## src/rtl/rx_addr_filter_pkg.sv

```systemverilog
package rx_addr_filter_pkg;
   typedef enum logic [1:0] {
      FLT_IDLE = 2'd0,
      FLT_ADDR = 2'd1,
      FLT_PASS = 2'd2,
      FLT_DROP = 2'd3
   } flt_state_e;
endpackage

```

## src/rtl/addr_match_reg.sv

```systemverilog
module addr_match_reg #(
   parameter int ADDR_W = 8
) (
   input  logic              clk,
   input  logic              rst_n,
   input  logic              wr_en,
   input  logic [ADDR_W-1:0] wr_val,
   input  logic              frame_start,
   output logic [ADDR_W-1:0] cmp_val
);
   logic [ADDR_W-1:0] prog_q;
   logic [ADDR_W-1:0] snap_q;

   // programmed value, written at any time
   always_ff @(posedge clk or negedge rst_n) begin
      if (!rst_n)     prog_q <= '0;
      else if (wr_en) prog_q <= wr_val;
   end

   // snapshot used for comparison, refreshed only at frame start
   always_ff @(posedge clk or negedge rst_n) begin
      if (!rst_n)           snap_q <= '0;
      else if (frame_start) snap_q <= prog_q;
   end

   assign cmp_val = snap_q;
endmodule

```

## src/rtl/addr_compare.sv

```systemverilog
module addr_compare #(
   parameter int ADDR_W   = 8,
   parameter bit BCAST_EN = 1'b1
) (
   input  logic [ADDR_W-1:0] addr,
   input  logic [ADDR_W-1:0] ref_val,
   output logic              hit
);
   logic exact;
   assign exact = (addr == ref_val);

   generate
      if (BCAST_EN) begin : g_bcast
         assign hit = exact | (&addr);
      end else begin : g_exact
         assign hit = exact;
      end
   endgenerate
endmodule

```

## src/rtl/byte_stage.sv

```systemverilog
module byte_stage #(
   parameter int DATA_W = 8
) (
   input  logic              clk,
   input  logic              rst_n,
   input  logic              ld,
   input  logic [DATA_W-1:0] d_byte,
   input  logic              d_last,
   input  logic              d_first,
   output logic              q_vld,
   output logic [DATA_W-1:0] q_byte,
   output logic              q_last,
   output logic              q_first
);
   always_ff @(posedge clk or negedge rst_n) begin
      if (!rst_n) begin
         q_vld   <= 1'b0;
         q_last  <= 1'b0;
         q_first <= 1'b0;
      end else begin
         q_vld   <= ld;
         q_last  <= ld & d_last;
         q_first <= ld & d_first;
      end
   end

   always_ff @(posedge clk or negedge rst_n) begin
      if (!rst_n)  q_byte <= '0;
      else if (ld) q_byte <= d_byte;
   end
endmodule

```

## src/rtl/rx_addr_filter.sv

```systemverilog
module rx_addr_filter
   import rx_addr_filter_pkg::*;
#(
   parameter int ADDR_W   = 8,
   parameter bit BCAST_EN = 1'b1
) (
   input  logic              clk,
   input  logic              rst_n,
   input  logic              cfg_wr,
   input  logic [ADDR_W-1:0] cfg_val,
   input  logic              in_start,
   input  logic              in_vld,
   input  logic [ADDR_W-1:0] in_byte,
   input  logic              in_end,
   output logic              out_vld,
   output logic [ADDR_W-1:0] out_byte,
   output logic              out_last,
   output logic              flt_hit
);
   initial begin
      assert (ADDR_W >= 2 && ADDR_W <= 32)
         else $error("rx_addr_filter: ADDR_W out of range");
   end

   flt_state_e        state_q, state_d;
   logic [ADDR_W-1:0] cmp_val;
   logic              addr_hit;
   logic              fwd;
   logic              fwd_first;
   logic              byte_in;

   assign byte_in = in_vld & ~in_start;

   addr_match_reg #(.ADDR_W(ADDR_W)) u_match (
      .clk         (clk),
      .rst_n       (rst_n),
      .wr_en       (cfg_wr),
      .wr_val      (cfg_val),
      .frame_start (in_start),
      .cmp_val     (cmp_val)
   );

   addr_compare #(.ADDR_W(ADDR_W), .BCAST_EN(BCAST_EN)) u_cmp (
      .addr    (in_byte),
      .ref_val (cmp_val),
      .hit     (addr_hit)
   );

   always_comb begin
      state_d   = state_q;
      fwd       = 1'b0;
      fwd_first = 1'b0;
      if (in_start) begin
         state_d = FLT_ADDR;
      end else if (byte_in) begin
         unique case (state_q)
            FLT_IDLE: state_d = FLT_IDLE;
            FLT_ADDR: begin
               if (addr_hit) begin
                  fwd       = 1'b1;
                  fwd_first = 1'b1;
                  state_d   = in_end ? FLT_IDLE : FLT_PASS;
               end else begin
                  state_d   = in_end ? FLT_IDLE : FLT_DROP;
               end
            end
            FLT_PASS: begin
               fwd = 1'b1;
               if (in_end) state_d = FLT_IDLE;
            end
            FLT_DROP: begin
               if (in_end) state_d = FLT_IDLE;
            end
            default: state_d = FLT_IDLE;
         endcase
      end
   end

   always_ff @(posedge clk or negedge rst_n) begin
      if (!rst_n) state_q <= FLT_IDLE;
      else        state_q <= state_d;
   end

   byte_stage #(.DATA_W(ADDR_W)) u_out (
      .clk     (clk),
      .rst_n   (rst_n),
      .ld      (fwd),
      .d_byte  (in_byte),
      .d_last  (in_end),
      .d_first (fwd_first),
      .q_vld   (out_vld),
      .q_byte  (out_byte),
      .q_last  (out_last),
      .q_first (flt_hit)
   );
endmodule

```

## config.mk

```make
export PLATFORM = sky130hd
export DESIGN_NAME = rx_addr_filter
export DESIGN_NICKNAME = d
export VERILOG_FILES = /design/src/rtl/rx_addr_filter_pkg.sv /design/src/rtl/addr_match_reg.sv /design/src/rtl/addr_compare.sv /design/src/rtl/byte_stage.sv /design/src/rtl/rx_addr_filter.sv
export SDC_FILE = /design/constraint.sdc
export NUM_CORES = 1
export LEC_CHECK = 0
export BUFFER_PORTS_ARGS = -buffer_cell sky130_fd_sc_hd__buf_2
export CORE_ASPECT_RATIO = 1.1
export CORE_MARGIN = 1
export CORE_UTILIZATION = 25
export DETAILED_ROUTE_END_ITERATION = 7
export GPL_ROUTABILITY_DRIVEN = 0
export PLACE_DENSITY = 0.54
export SKIP_LAST_GASP = 1
export SLEW_MARGIN = 20
export SYNTH_ARGS = -nofsm -noshare
export SYNTH_HDL_FRONTEND = slang
export SYNTH_SLANG_ARGS = --single-unit
```

## constraint.sdc

```tcl
create_clock -name clk -period 5.3 [get_ports clk]
set_clock_uncertainty 0.15 [all_clocks]
set_input_delay 1.06 -clock clk [delete_from_list [all_inputs] [get_ports clk]]
set_output_delay 1.06 -clock clk [all_outputs]
set_load 0.02 [all_outputs]
```

==> results.cfg <==
[clock_network]
cts_sinks = 29
cts_buffer_depth = 2
worstSkewPairLatency_ps = 280
cts_root_buffer = clkbuf_8
htree_levels = 2
ctsHoldBuffers = 0
cts_tree = done
postCtsSetupRepairBufs = 0
cts_buffers = 5
cts.clk_slew.worst_paths_ps = 60
cts_resized = 0

[timing]
rsz0062_at_grt = no
relSlewSlack = 0.412
fmax_ghz = 0.373
fin_crit_sh = 0.505
setup_ws_ps = 2620
drv_slew = 0
finalHoldViolCount = 0
tns_ps = 0
setup_viol = 0
post-route-min-period_ps = 2680
worstMarginPinSlew_ps = 875
holdWs_ps = 359

[worst_setup_path]
crit_fanout = 17
reg2reg_setup_slack_ps = 3110
worstPathCellList = buf_2, xor2_1, nor4_4, a21oi_2, a221o_1
required_ps = 5310
r2r.worst_path.cells = 4
slowest_stage = nor4_4
cp-end-kind = flip-flop
cpPeakStageDelay_ps = 800
cp_top_family = simple AND/OR/NAND/NOR gates
rr_startpoint = u_match.cmp_val[6]
worstPathArrival_ps = 2690
critPathBufInv = 1
path_class = input port to flip-flop
crit_path_start_kind = input port
r2r_end = state_q[0]

[hold_path]
holdPathStages = 1
hp-start = u_match.prog_q[7]
holdCritPathClass = flip-flop to flip-flop
whs_endpoint = u_match.prog_q[7]

[die]
rows = 29
die_h_um = 84.2
start_util = 0.263
die-area_um2 = 6450
io_pins = 33
die-width_um = 76.7
coreArea_um2 = 5840

[detailed_routing]
wl_met1_mm = 1.45
wl_per_cell_um = 13.5
wirelength_mm = 3.31
top_layer_used = met4
routed_via_density = 4.79
final_antenna_net_count = 0
drt-pass1-iter-count = 7
met3_length_um = 189
vias = 1174
drt-initial-drc-count = 136
dr_wl_met2_mm = 1.60
drcViolationCount = 0

[placement]
port_buffers = 32
dp_cells = 237
place_ws_ps = 2350
hpwlAfterDp_mm = 2.38

[layout]
final_common_cell = buf_2
finalNonFillerCells = 245
layout.nets = 191
n_antenna_cell = 0
drive_gt1_frac = 0.375
layout_common_cells = buf_2 (32), dfrtp_1 (29), nand3_1 (17)
synthToLayoutAreaGrowth_pct = 23.7

[yosys]
ys_warn_count = 0
ys_seq_area_frac = 0.473
syn_inst = 134
syn-num-nets = 158
synthesis.area_um2 = 1530
syn_avg_cell_area_um2 = 11.4
synth_cell_types = 26
ys_seq_elements = 29

[global_routing]
track_usage = 0.120
overflow = 0
grt_max_degree = 30
grt_pass1_vias = 1176
grt_pass1_wl_mm = 5.88
antenna_found_initial = 0

[run]
max_cap_violations = 0

[power]
ir_worst_vdd_mv = 0.0773
p_leak_nw = 0.877
p_per_area_nw_per_um2 = 300

[outcome]
status = finished, final reports clean
-- stage by stage --
stage / area, um2 / utilization / power [W]
after CTS: 1900 / 0.325 / 0.000580
after floorplan: 1530 / - / 0.000309
final: 1900 / 0.325 / 0.000570
after global placement: 1780 / 0.304 / 0.000336
after global routing: 1900 / 0.325 / 0.000602
after detailed placement: 1780 / 0.304 / 0.000337
-- worst max-delay path by stage --
stage                           from               to  slack [ps]  depth (start not counted)
after floorplan           in_byte[0]  u_out.q_byte[5]        2930                          5
after global placement    in_byte[6]       state_q[0]        2390                          5
after detailed placement  in_byte[6]       state_q[0]        2350                          5
after CTS                 in_byte[6]       state_q[0]        2640                          5
after global routing      in_byte[0]       state_q[0]        2510                          5
final                     in_byte[6]       state_q[0]        2620                          5
-- flip-flops by register name (all words and copies together) (netlist names) --
| register | cells |
|---|---|
| u_match.cmp_val | 8 |
| u_match.prog_q | 8 |
| u_out.q_byte | 8 |
| state_q | 2 |
| u_out.q_first | 1 |
| u_out.q_last | 1 |
| u_out.q_vld | 1 |
-- worst register-to-register path, cell delays in order, from the launching register on --
cell and delay, ps:
dfrtp_1 390, xor2_1 190, nor4_4 800, a21oi_2 180, a221o_1 360
-- layer usage --
metal / vias to the layer above / track usage
li1: 574 / -
met1: 552 / 0.150
met2: 43 / 0.183
met3: 5 / 0.0359
met4: 0 / 0.0682
met5: - / 0
-- logic make-up after synthesis --
logic type	synth area share
and+or+nand+nor	0.158
muxes	0.117
xor gates and xnor gates	0.0457
DFF	0.473
buffers and inverters	0.0465
AOI/OAI and AO/OA	0.143
adders and majority gates	0.0163
-- final cells by class --
| cell class | instances | area, um2 |
|---|---|---|
| clock buffers | 6 | 82.6 |
| multi-input cells | 87 | 743 |
| repair buffers | 34 | 175 |
| fillers | 611 | 3940 |
| well taps | 77 | 96.3 |
| inverters | 10 | 37.5 |
| flip-flops and latches | 29 | 726 |
| clock inverters | 2 | 37.5 |
-- report_power, final --
| part | internal [W] | switching [W] |
|---|---|---|
| clock network | 0.000153 | 0.0000858 |
| registers | 0.000238 | 0.0000109 |
| logic | 0.0000372 | 0.0000450 |
-- synthesized netlist by cell type (all sizes together) --
cell    count  area share
inv        10       0.024
nor2        4      0.0098
clkbuf      3      0.0073
dfrtp      29        0.47
nor4        2       0.028
nand3      17       0.055
buf         5       0.015
nand4       2      0.0082
and2        8       0.033
and4bb      1      0.0082
a221o       1      0.0065
a2111o      8       0.059
a222oi      8       0.052
ha          2       0.016
nor3b       1      0.0049
a21oi       2      0.0090
mux2       16        0.12
nand2       2      0.0049
o21bai      1      0.0049
a211oi      1      0.0049
nor4bb      1      0.0065
o21ai       2      0.0065
xor2        8       0.046
Power figures use the tool's default switching activity.
